## src/rtl/irq_redir_pkg.sv

```systemverilog
package irq_redir_pkg;

  typedef struct packed {
    logic [7:0] dest;
    logic       mask;
    logic       level;
    logic       pol;
    logic       dst_logical;
    logic [2:0] dmode;
    logic [7:0] vec;
  } redir_ent_t;

  localparam redir_ent_t ENT_RST = '{dest: 8'h00, mask: 1'b1, level: 1'b0, pol: 1'b0,
                                     dst_logical: 1'b0, dmode: 3'h0, vec: 8'h00};

  localparam logic [7:0] OFS_SEL = 8'h00;
  localparam logic [7:0] OFS_WIN = 8'h10;
  localparam logic [7:0] IDX_ID  = 8'h00;
  localparam logic [7:0] IDX_VER = 8'h01;
  localparam logic [7:0] IDX_ARB = 8'h02;
  localparam logic [7:0] IDX_TBL = 8'h10;

  function automatic logic [31:0] ent_lo(redir_ent_t e, logic rem);
    logic [31:0] w;
    w        = '0;
    w[7:0]   = e.vec;
    w[10:8]  = e.dmode;
    w[11]    = e.dst_logical;
    w[13]    = e.pol;
    w[14]    = rem;
    w[15]    = e.level;
    w[16]    = e.mask;
    return w;
  endfunction

  function automatic logic [31:0] ent_hi(redir_ent_t e);
    return {e.dest, 24'h000000};
  endfunction

  function automatic redir_ent_t put_lo(redir_ent_t e, logic [31:0] d);
    redir_ent_t r;
    r             = e;
    r.vec         = d[7:0];
    r.dmode       = d[10:8];
    r.dst_logical = d[11];
    r.pol         = d[13];
    r.level       = d[15];
    r.mask        = d[16];
    return r;
  endfunction

  function automatic redir_ent_t put_hi(redir_ent_t e, logic [31:0] d);
    redir_ent_t r;
    r      = e;
    r.dest = d[31:24];
    return r;
  endfunction

endpackage

```

## src/rtl/irq_redir_regs.sv

```systemverilog
module irq_redir_regs
  import irq_redir_pkg::*;
#(
  parameter int unsigned NPINS   = 24,
  parameter logic [7:0]  VERSION = 8'h11,
  localparam int unsigned PIN_W  = $clog2(NPINS)
) (
  input  logic                    clk_i,
  input  logic                    rst_ni,
  input  logic                    req_i,
  input  logic                    we_i,
  input  logic [7:0]              addr_i,
  input  logic [3:0]              len_i,
  input  logic [31:0]             wdata_i,
  output logic [31:0]             rdata_o,
  input  logic [NPINS-1:0]        remote_i,
  output redir_ent_t [NPINS-1:0]  ent_o,
  output logic [NPINS-1:0]        lo_wr_o
);

  logic [7:0] idx_q;
  logic [3:0] id_q;
  logic [6:0] ent_num;
  logic [PIN_W-1:0] ent_sel;
  logic len_ok, wr_ok, sel_wr, win_wr, tbl_idx, tbl_hit;
  logic [31:0] win_rd;

  assign len_ok  = (len_i == 4'd4) || (len_i == 4'd8);
  assign wr_ok   = req_i & we_i & len_ok;
  assign sel_wr  = wr_ok && (addr_i == OFS_SEL);
  assign win_wr  = wr_ok && (addr_i == OFS_WIN);
  assign ent_num = 7'((idx_q - IDX_TBL) >> 1);
  assign ent_sel = ent_num[PIN_W-1:0];
  assign tbl_idx = idx_q >= IDX_TBL;
  assign tbl_hit = tbl_idx && (32'(ent_num) < NPINS);

  always_ff @(posedge clk_i or negedge rst_ni) begin
    if (!rst_ni) begin
      idx_q <= '0;
      id_q  <= '0;
    end else begin
      if (sel_wr) idx_q <= wdata_i[7:0];
      if (win_wr && idx_q == IDX_ID) id_q <= wdata_i[27:24];
    end
  end

  for (genvar g = 0; g < NPINS; g++) begin : g_ent
    redir_ent_t e_q;
    logic hit;
    assign hit        = win_wr && tbl_hit && (32'(ent_num) == g);
    assign lo_wr_o[g] = hit & ~idx_q[0];
    assign ent_o[g]   = e_q;
    always_ff @(posedge clk_i or negedge rst_ni) begin
      if (!rst_ni)  e_q <= ENT_RST;
      else if (hit) e_q <= idx_q[0] ? put_hi(e_q, wdata_i) : put_lo(e_q, wdata_i);
    end
  end

  always_comb begin
    win_rd = '0;
    if (idx_q == IDX_VER)
      win_rd = {8'h00, 8'(NPINS - 1), 8'h00, VERSION};
    else if (idx_q == IDX_ID || idx_q == IDX_ARB)
      win_rd = {4'h0, id_q, 24'h000000};
    else if (tbl_hit)
      win_rd = idx_q[0] ? ent_hi(ent_o[ent_sel]) : ent_lo(ent_o[ent_sel], remote_i[ent_sel]);
  end

  always_comb begin
    rdata_o = '0;
    if (req_i && !we_i) begin
      if (addr_i == OFS_SEL)      rdata_o = {24'h000000, idx_q};
      else if (addr_i == OFS_WIN) rdata_o = win_rd;
    end
  end

  p_bad_len_r1: assert property (@(posedge clk_i) disable iff (!rst_ni)
    (req_i && we_i && !len_ok) |=> ($stable(idx_q) && $stable(ent_o) && $stable(id_q)));

  p_arb_ro_r3: assert property (@(posedge clk_i) disable iff (!rst_ni)
    (win_wr && idx_q == IDX_ARB) |=> $stable(id_q));

  p_oob_keep_r4: assert property (@(posedge clk_i) disable iff (!rst_ni)
    (win_wr && tbl_idx && !tbl_hit) |=> $stable(ent_o));

endmodule

```

## src/rtl/irq_redir_pins.sv

```systemverilog
module irq_redir_pins #(
  parameter int unsigned NPINS = 24
) (
  input  logic             clk_i,
  input  logic             rst_ni,
  input  logic [NPINS-1:0] lines_i,
  input  logic [NPINS-1:0] pol_i,
  input  logic [NPINS-1:0] level_i,
  input  logic [NPINS-1:0] mask_i,
  input  logic [7:0]       vec_i [NPINS],
  input  logic [NPINS-1:0] lo_wr_i,
  input  logic             eoi_valid_i,
  input  logic             eoi_level_i,
  input  logic [7:0]       eoi_vec_i,
  input  logic [NPINS-1:0] launch_i,
  output logic [NPINS-1:0] svc_o,
  output logic [NPINS-1:0] remote_o
);

  for (genvar g = 0; g < NPINS; g++) begin : g_pin
    logic req_q, svc_q, rem_q;
    logic req_d, want, eoi_hit, svc_d;

    assign req_d   = lines_i[g] ^ pol_i[g];
    assign want    = level_i[g] ? (req_d & ~rem_q) : (req_d & ~req_q);
    assign eoi_hit = eoi_valid_i & eoi_level_i & (vec_i[g] == eoi_vec_i);
    // level service tracks the live request; edge service is sticky until launched
    assign svc_d   = (level_i[g] ? want : (svc_q | want)) & ~mask_i[g] & ~launch_i[g];

    always_ff @(posedge clk_i or negedge rst_ni) begin
      if (!rst_ni) begin
        req_q <= 1'b0;
        svc_q <= 1'b0;
        rem_q <= 1'b0;
      end else begin
        req_q <= req_d;
        svc_q <= svc_d;
        if (launch_i[g] && level_i[g]) rem_q <= 1'b1;
        else if (eoi_hit || lo_wr_i[g]) rem_q <= 1'b0;
      end
    end

    assign svc_o[g]    = svc_q;
    assign remote_o[g] = rem_q;

    p_rem_set_r7: assert property (@(posedge clk_i) disable iff (!rst_ni)
      (launch_i[g] && level_i[g]) |=> rem_q);

    p_eoi_clr_r9: assert property (@(posedge clk_i) disable iff (!rst_ni)
      (eoi_hit && !launch_i[g]) |=> !rem_q);

    p_lo_clr_r10: assert property (@(posedge clk_i) disable iff (!rst_ni)
      (lo_wr_i[g] && !launch_i[g]) |=> !rem_q);
  end

endmodule

```

## src/rtl/irq_redir_out.sv

```systemverilog
module irq_redir_out
  import irq_redir_pkg::*;
#(
  parameter int unsigned NPINS  = 24,
  localparam int unsigned PIN_W = $clog2(NPINS)
) (
  input  logic                   clk_i,
  input  logic                   rst_ni,
  input  logic [NPINS-1:0]       svc_i,
  input  logic [NPINS-1:0]       mask_i,
  input  redir_ent_t [NPINS-1:0] ent_i,
  input  logic                   ready_i,
  output logic [NPINS-1:0]       launch_o,
  output logic                   valid_o,
  output logic [PIN_W-1:0]       pin_o,
  output redir_ent_t             ent_o
);

  logic [NPINS-1:0] cand;
  logic [PIN_W-1:0] pick;
  logic found, free, fire;
  logic valid_q;
  logic [PIN_W-1:0] pin_q;
  redir_ent_t ent_q;

  assign cand = svc_i & ~mask_i;

  always_comb begin
    pick = '0;
    for (int i = NPINS - 1; i >= 0; i--)
      if (cand[i]) pick = PIN_W'(i);
  end

  assign found    = |cand;
  assign free     = ~valid_q | ready_i;
  assign fire     = found & free;
  assign launch_o = fire ? (NPINS'(1) << pick) : '0;

  always_ff @(posedge clk_i or negedge rst_ni) begin
    if (!rst_ni) begin
      valid_q <= 1'b0;
      pin_q   <= '0;
      ent_q   <= '0;
    end else if (free) begin
      valid_q <= found;
      if (found) begin
        pin_q <= pick;
        ent_q <= ent_i[pick];
      end
    end
  end

  assign valid_o = valid_q;
  assign pin_o   = pin_q;
  assign ent_o   = ent_q;

  p_hold_r11: assert property (@(posedge clk_i) disable iff (!rst_ni)
    (valid_q && !ready_i) |=> (valid_q && $stable(pin_q) && $stable(ent_q)));

  p_one_launch_r12: assert property (@(posedge clk_i) disable iff (!rst_ni)
    $onehot0(launch_o));

  p_no_masked_r8: assert property (@(posedge clk_i) disable iff (!rst_ni)
    (launch_o & mask_i) == '0);

endmodule

```

## src/rtl/irq_redir_router.sv

```systemverilog
module irq_redir_router
  import irq_redir_pkg::*;
#(
  parameter int unsigned NPINS   = 24,
  parameter logic [7:0]  VERSION = 8'h11,
  localparam int unsigned PIN_W  = $clog2(NPINS)
) (
  input  logic             clk_i,
  input  logic             rst_ni,
  input  logic             reg_req_i,
  input  logic             reg_we_i,
  input  logic [7:0]       reg_addr_i,
  input  logic [3:0]       reg_len_i,
  input  logic [31:0]      reg_wdata_i,
  output logic [31:0]      reg_rdata_o,
  input  logic [NPINS-1:0] irq_i,
  input  logic             eoi_valid_i,
  input  logic             eoi_level_i,
  input  logic [7:0]       eoi_vec_i,
  output logic             dlv_valid_o,
  input  logic             dlv_ready_i,
  output logic [PIN_W-1:0] dlv_pin_o,
  output logic [7:0]       dlv_vec_o,
  output logic [7:0]       dlv_dest_o,
  output logic             dlv_dst_logical_o,
  output logic [2:0]       dlv_dmode_o,
  output logic             dlv_level_o
);

  redir_ent_t [NPINS-1:0] ent;
  redir_ent_t out_ent;
  logic [NPINS-1:0] lo_wr, remote, svc, launch, pol, level, mask;
  logic [7:0] vec [NPINS];

  for (genvar g = 0; g < NPINS; g++) begin : g_fld
    assign pol[g]   = ent[g].pol;
    assign level[g] = ent[g].level;
    assign mask[g]  = ent[g].mask;
    assign vec[g]   = ent[g].vec;
  end

  irq_redir_regs #(.NPINS(NPINS), .VERSION(VERSION)) i_regs (
    .clk_i, .rst_ni,
    .req_i(reg_req_i), .we_i(reg_we_i), .addr_i(reg_addr_i), .len_i(reg_len_i),
    .wdata_i(reg_wdata_i), .rdata_o(reg_rdata_o),
    .remote_i(remote), .ent_o(ent), .lo_wr_o(lo_wr)
  );

  irq_redir_pins #(.NPINS(NPINS)) i_pins (
    .clk_i, .rst_ni,
    .lines_i(irq_i), .pol_i(pol), .level_i(level), .mask_i(mask), .vec_i(vec),
    .lo_wr_i(lo_wr), .eoi_valid_i, .eoi_level_i, .eoi_vec_i,
    .launch_i(launch), .svc_o(svc), .remote_o(remote)
  );

  irq_redir_out #(.NPINS(NPINS)) i_out (
    .clk_i, .rst_ni,
    .svc_i(svc), .mask_i(mask), .ent_i(ent), .ready_i(dlv_ready_i),
    .launch_o(launch), .valid_o(dlv_valid_o), .pin_o(dlv_pin_o), .ent_o(out_ent)
  );

  assign dlv_vec_o         = out_ent.vec;
  assign dlv_dest_o        = out_ent.dest;
  assign dlv_dst_logical_o = out_ent.dst_logical;
  assign dlv_dmode_o       = out_ent.dmode;
  assign dlv_level_o       = out_ent.level;

endmodule

```

## config.mk

```make
export PLATFORM = sky130hd
export DESIGN_NAME = irq_redir_router
export DESIGN_NICKNAME = d
export VERILOG_FILES = /design/src/rtl/irq_redir_pkg.sv /design/src/rtl/irq_redir_regs.sv /design/src/rtl/irq_redir_pins.sv /design/src/rtl/irq_redir_out.sv /design/src/rtl/irq_redir_router.sv
export SDC_FILE = /design/constraint.sdc
export NUM_CORES = 2
export LEC_CHECK = 0
export BUFFER_PORTS_ARGS = -buffer_cell sky130_fd_sc_hd__clkbuf_2
export CORE_ASPECT_RATIO = 1.2
export CORE_MARGIN = 5
export CORE_UTILIZATION = 30
export CTS_BUF_LIST = sky130_fd_sc_hd__clkbuf_8 sky130_fd_sc_hd__clkbuf_16
export CTS_CLUSTER_DIAMETER = 30
export DETAILED_ROUTE_END_ITERATION = 10
export REMOVE_ABC_BUFFERS = 1
export SLEW_MARGIN = 20
export SYNTH_ARGS = -nofsm -noshare
export SYNTH_HDL_FRONTEND = slang
export SYNTH_SLANG_ARGS = --single-unit
export TNS_END_PERCENT = 20
```

## constraint.sdc

```tcl
create_clock -name clk_i -period 4.07 [get_ports clk_i]
set_input_delay 0.6105 -clock clk_i [delete_from_list [all_inputs] [get_ports clk_i]]
set_output_delay 0.6105 -clock clk_i [all_outputs]
set_load 0.1 [all_outputs]
```

; ---- Word-level counts from Yosys, hierarchy flattened
; Index checks and enable logic that the tools add are counted.
[classes]
add_sub_neg = 1
n_lt_le_gt_ge = 4
eq_ne = 52
n_shift = 1
muxes = 134
n_bitwise = 297
reduce_logical = 158
[ops]
columns = op, count
row1 = binary-select mux 23 bit (select 5 bit), 2
row2 = 2-to-1 mux 32 bit, 7
row3 = == test 8 bit, 24
row4 = bitwise AND 1 bit, 148
row5 = 2-to-1 mux 5 bit, 24
row6 = NOT 1 bit, 98
row7 = AND reduction 2 bit, 49
row8 = 2-to-1 mux 1 bit, 97
row9 = == test 7 x 4 -> 1 bit (second input constant), 8
row10 = == test 7 x 5 -> 1 bit (second input constant), 8
row11 = logical AND 1 bit, 54
row12 = nonzero test 2 bit, 24
row13 = 2-to-1 mux 23 bit, 2
row14 = == test 7 x 3 -> 1 bit (second input constant), 4
row15 = logical OR 1 bit, 26
row16 = bitwise OR 1 bit, 25
row17 = bitwise AND 24 bit, 1
row18 = 2-to-1 mux 24 bit, 1
row19 = NOT 24 bit, 1
row20 = OR reduction 24 bit, 1
row21 = << shifter 1 x 5 -> 24 bit (first input constant), 1
row22 = XOR 1 bit, 24
row23 = logical NOT 8 bit, 2
row24 = == test 7 x 2 -> 1 bit (second input constant), 2
row25 = 13 further kinds, 14
[word_totals]
reg_bits = 663
input_bits = 83
output_inout_bits = 59
elab_cells = 896

; ---- Logic depth before layout (Yosys ltp)
[logic_depth]
word_depth = 30
depth_mapped = 13
depth_no_buf = 10

; ---- Hierarchy
; From an unflattened synthesis, not the netlist that was laid out.
[hier_totals]
cells_unflattened = 3301
area_unflattened_um2 = 38410.6
[by_module_without_submodules]
columns = module, n_inst, cells_each, area_per_inst_um2, seq_area_each_um2
row1 = irq_redir_regs, 1, 1763, 26548.0, 14143.6
row2 = irq_redir_out, 1, 934, 6100.9, 725.7
row3 = irq_redir_pins, 1, 604, 5761.8, 1801.7

; ---- Least setup slack after synthesis
; Ideal clock, no wire load.
[synth_path]
path_type = reg-to-output
from = reg i_regs.idx_q[4]
to = out reg_rdata_o[0]
t_arrival_ps = 4801
required_time_ps = 3459
path_slack_ps = -1342
path_stages_with_launch = 12
path_buffers = 3
path_cell_list = dfrtp_1 > clkbuf_1 > inv_2 > buf_1 > ha_1 > a31oi_1 > nor2_1 > nor3b_1 > nor2b_1 > clkbuf_1 > nand2_1 > a221oi_1
[synth_between]
elab_chain_len = 10
word_cells_on_any_way = 17
cone_classes = 1 x add/sub / 2 x order compare / 2 x eq/ne / 9 x mux / 3 x reduce/logical
[synth_rtl]
columns = element, line
row1 = from (decl), irq_redir_regs.sv:21  ; logic [7:0] idx_q;
row2 = from (signal assigned), irq_redir_regs.sv:42  ; if (sel_wr) idx_q <= wdata_i[7:0];
row3 = subtractor 8 x 5 -> 8 bit, irq_redir_regs.sv:32  ; assign ent_num = 7'((idx_q - IDX_TBL) >> 1);
row4 = binary-select mux 23 bit (select 5 bit), irq_redir_regs.sv:66  ; win_rd = idx_q[0] ? ent_hi(ent_o[ent_sel]) : ent_lo(ent_o[ent_sel], remote_i[ent_sel]);
row5 = 2-to-1 mux 23 bit, --
row6 = 2-to-1 mux 32 bit, irq_redir_regs.sv:66
row7 = 2-to-1 mux 32 bit, irq_redir_regs.sv:65  ; else if (tbl_hit)
row8 = 2-to-1 mux 32 bit, irq_redir_regs.sv:63  ; else if (idx_q == IDX_ID || idx_q == IDX_ARB)
row9 = 2-to-1 mux 32 bit *, irq_redir_regs.sv:61  ; if (idx_q == IDX_VER)
row10 = 2-to-1 mux 32 bit *, irq_redir_regs.sv:73  ; else if (addr_i == OFS_WIN) rdata_o = win_rd;
row11 = 2-to-1 mux 32 bit *, irq_redir_regs.sv:72  ; if (addr_i == OFS_SEL) rdata_o = {24'h000000, idx_q};
row12 = 2-to-1 mux 32 bit *, irq_redir_regs.sv:71  ; if (req_i && !we_i) begin
row13 = to (decl), irq_redir_router.sv:15  ; output logic [31:0] reg_rdata_o,
; Mark *: on every way between the ends. The rest lies on a longest branch, timed or not. The select of a mux whose other input is x is not followed.

; ---- Worst setup path after layout
[layout_path]
from = reg i_regs.idx_q[2]
to = out reg_rdata_o[4]
; Same word-level chain as after synthesis.

==> flow_summary.toml <==
[timing]
max_freq_mhz = 247
worst_slack_ns = 0.0136
slew_viol_final = 0
tightest_slew_ns = 0.991
hold_viol = 0
relSlewSlack_pct = 34.0
period_share_pct = 99.7
setup_viol_count_final = 0
rsz0062_at_grt = "true"
finClkSkew_ns = 0.0373
fin_crit_ns = 4.06

[synth]
synth_cell_types = 70
synth-compound-area-share_pct = 7.00
syn_area_sq_um = 36600
syn_inst = 3011
async_reset_ff_share_pct = 100
synthAdderAreaFrac_pct = 0.0683
synth_xor_area_share_pct = 5.21
yosysWarnings = 0
synth_top_family_by_area = "multiplexers"
yosysSeqAreaShare_pct = 45.4
synth_flop_cell = "dfrtp_1"
synthSimpleGateAreaFrac_pct = 8.16
yosys-mux-area-fraction_pct = 31.1
ys_seq_elements = 663
synth_edf_count = 0
syn_avg_cell_area_sq_um = 12.2

[worst_setup_path]
reg2reg_depth = 11
max_stage_delay_ns = 0.54
cp.arrival_ns = 3.45
crit_chain = "buf_12, clkbuf_16, buf_12, mux4_2, mux4_2, nand2_1, o21ai_2, buf_4, nand2_1, a221oi_2, clkbuf_16"
cp-end-kind = "primary output"
cp_slowest_cell = "dfrtp_4"
required_ns = 3.46
path_depth = 11
startpoint_type = "flip-flop"
worstSetupPathType = "flip-flop to primary output"
worstPathMaxFanout = 6
critPathTopFamily = "multiplexers"
crit_buf_inv = 5

[placement]
post-place-cells = 4683
dp_hpwl_um = 86600
dpl_cell_area_sq_um = 40300
portBuffers = 127
gp_congestion = 0.896
place_ws_ns = 0.240

[floorplan]
ios = 142
core_area_sq_um = 121000
dieArea_sq_um = 129000
core.rowCount = 140
start_util_pct = 30.2
die_h_um = 393
dieWidth_um = 329

[global_route]
grt_first_pass_wirelength_um = 192000
antenna_found_initial = 6
grt_max_degree = 103
grt.overflow.total = 0
grt.total_usage_pct = 19.8
grt_pass1_vias = 28500

[detailed_routing]
num_vias = 27800
finalWirelength_um = 130000
ant_nets = 0
drt_iter0_drc = 2810
dr.pass1.iters = 6
viasPerCell = 5.57
drc = 0
wire_per_inst_um = 26.0

[layout]
multi_input_area_sq_um = 19100
fin_util_pct = 38.4
final_cells = 4992
final_common_cell = "dfrtp_1"
layout.nets = 3318
seqCellArea_sq_um = 16600
areaGrowthSynthToFinish_pct = 27.2
drive_gt1_share_pct = 42.2
fill_cells = 11600
final_cell_mix = "635 x dfrtp_1, 605 x mux2_2, 196 x nand2_1"
stdcell_area_sq_um = 46600

[pwr]
p_leak_nw = 21.3
p_total_mw = 23.0
power.density_nw_per_um2 = 493
peakVddDrop_mv = 0.463

[cts]
cts-root-buf = "clkbuf_16"
numCtsBuffers = 152
htree_levels = 4
cts_max_path_buffers = 3
cts_tree = "built"
clk_latency_ns = 0.74
path_clk_slew_ns = 0.05
clkSinkCount = 663

[status]
outcome = "finished, final reports clean"

[job]
maxCapViolCount = 0

[min_path]
hold_depth = 3
worstHoldPathType = "primary input to flip-flop"
## per-layer routing
metal | global-route usage, % | wire (um) | vias to the layer above
met5 | 0 | 48 | -
met3 | 5.30 | 11700 | 303
li1 | - | - | 11700
met2 | 31.9 | 61500 | 1333
met1 | 25.0 | 50800 | 14400
met4 | 8.86 | 5940 | 8
## synth_stat cells, types with 18 or more instances
master / n / area share [%]
inv_1: 42 / 0.43
nor3_1: 60 / 0.82
mux2i_1: 49 / 1.3
a222oi_1: 70 / 1.9
buf_2: 35 / 0.48
o21ai_0: 59 / 0.81
mux2_1: 27 / 0.83
xnor2_1: 49 / 1.2
nand3_1: 46 / 0.63
o221ai_1: 18 / 0.43
buf_1: 35 / 0.36
nor2_1: 204 / 2.1
mux2_2: 605 / 19
clkbuf_1: 160 / 1.6
a21oi_1: 62 / 0.85
mux4_2: 168 / 10
dfrtp_1: 639 / 44
nand4_1: 37 / 0.63
xor2_1: 169 / 4.0
a211oi_1: 19 / 0.39
nand2_1: 203 / 2.1
nor4_1: 27 / 0.46
nor2b_1: 22 / 0.38
a32o_1: 23 / 0.63
dfstp_2: 24 / 1.7
## layout make-up
cell class / instances / area share, %
Multi-Input combinational cell: 2071 / 40.9
Antenna cell: 1 / 0.00537
Inverter: 44 / 0.354
Clock inverter: 101 / 3.23
Tap cell: 1633 / 4.38
Clock buffer: 178 / 8.95
Sequential cell: 663 / 35.7
Timing Repair Buffer: 301 / 6.45
## metrics by stage
step | TNS [ns] | hold slack, ns
2_1_floorplan | -1491.86 | 0.315
3_3_place_gp | 0 | 0.466
3_5_place_dp | 0 | 0.470
4_1_cts | -0.495 | 0.130
5_1_grt | -0.246 | 0.150
6_report | 0 | 0.151
## flip-flops by register name, summed over array words and instances, names as in the netlist
signal,cells
i_regs.ent_o,552
i_pins.g_pin.rem_q,24
i_pins.g_pin.req_q,24
i_pins.g_pin.svc_q,24
i_out.ent_o,21
i_regs.idx_q,8
i_out.pin_o,5
i_regs.id_q,4
i_out.valid_o,1
## worst paths after layout
kind	from	endpoint	slack, ns
min in group asynchronous	rst_ni	i_regs.ent_o[384]	0.49
max in group asynchronous	rst_ni	i_regs.ent_o[126]	2.28
max reg2reg	i_regs.ent_o[198]	i_out.ent_o[16]	0.49
min reg2reg	i_out.ent_o[11]	i_out.ent_o[11]	0.48
max	i_regs.idx_q[2]	reg_rdata_o[4]	0.01
min	irq_i[14]	i_pins.g_pin[14].req_q	0.15
## cell families (layout without fill, tap and decap cells)
family / count (synthesis) / count (layout)
multiplexers: 849 / 849
flip-flops: 663 / 663
AND/OR/NAND/NOR: 652 / 652
AO/OA/AOI/OAI: 345 / 345
buffers and inverters: 281 / 624
XOR/XNOR: 218 / 218
adder cells (fa/ha/maj): 2 / 2
other: 1 / 6
## power by group
part	internal, mW	switching (mW)
combinational	0.742	2.19
clock	9.20	4.17
sequential	6.66	0.0347
## timing repair
| item | CTS | global route |
|---|---|---|
| pin swaps | 0 | 5 |
| endpoints found under the hold margin | 69 | 0 |
| setup endpoints to repair | 22 | 25 |
| buffers inserted | 3 | 19 |
| hold buffers | 1 | 0 |
| cloned | 4 | 2 |
| resized for setup | 13 | 44 |
## worst register-to-register path, delay by kind of cell, from the launching register on
family	cells	cell delay, ns
compound gates	4	1.19
buf+inv	1	0.29
flops	1	0.38
simple gates	6	1.56
Power figures use the tool's default switching activity.
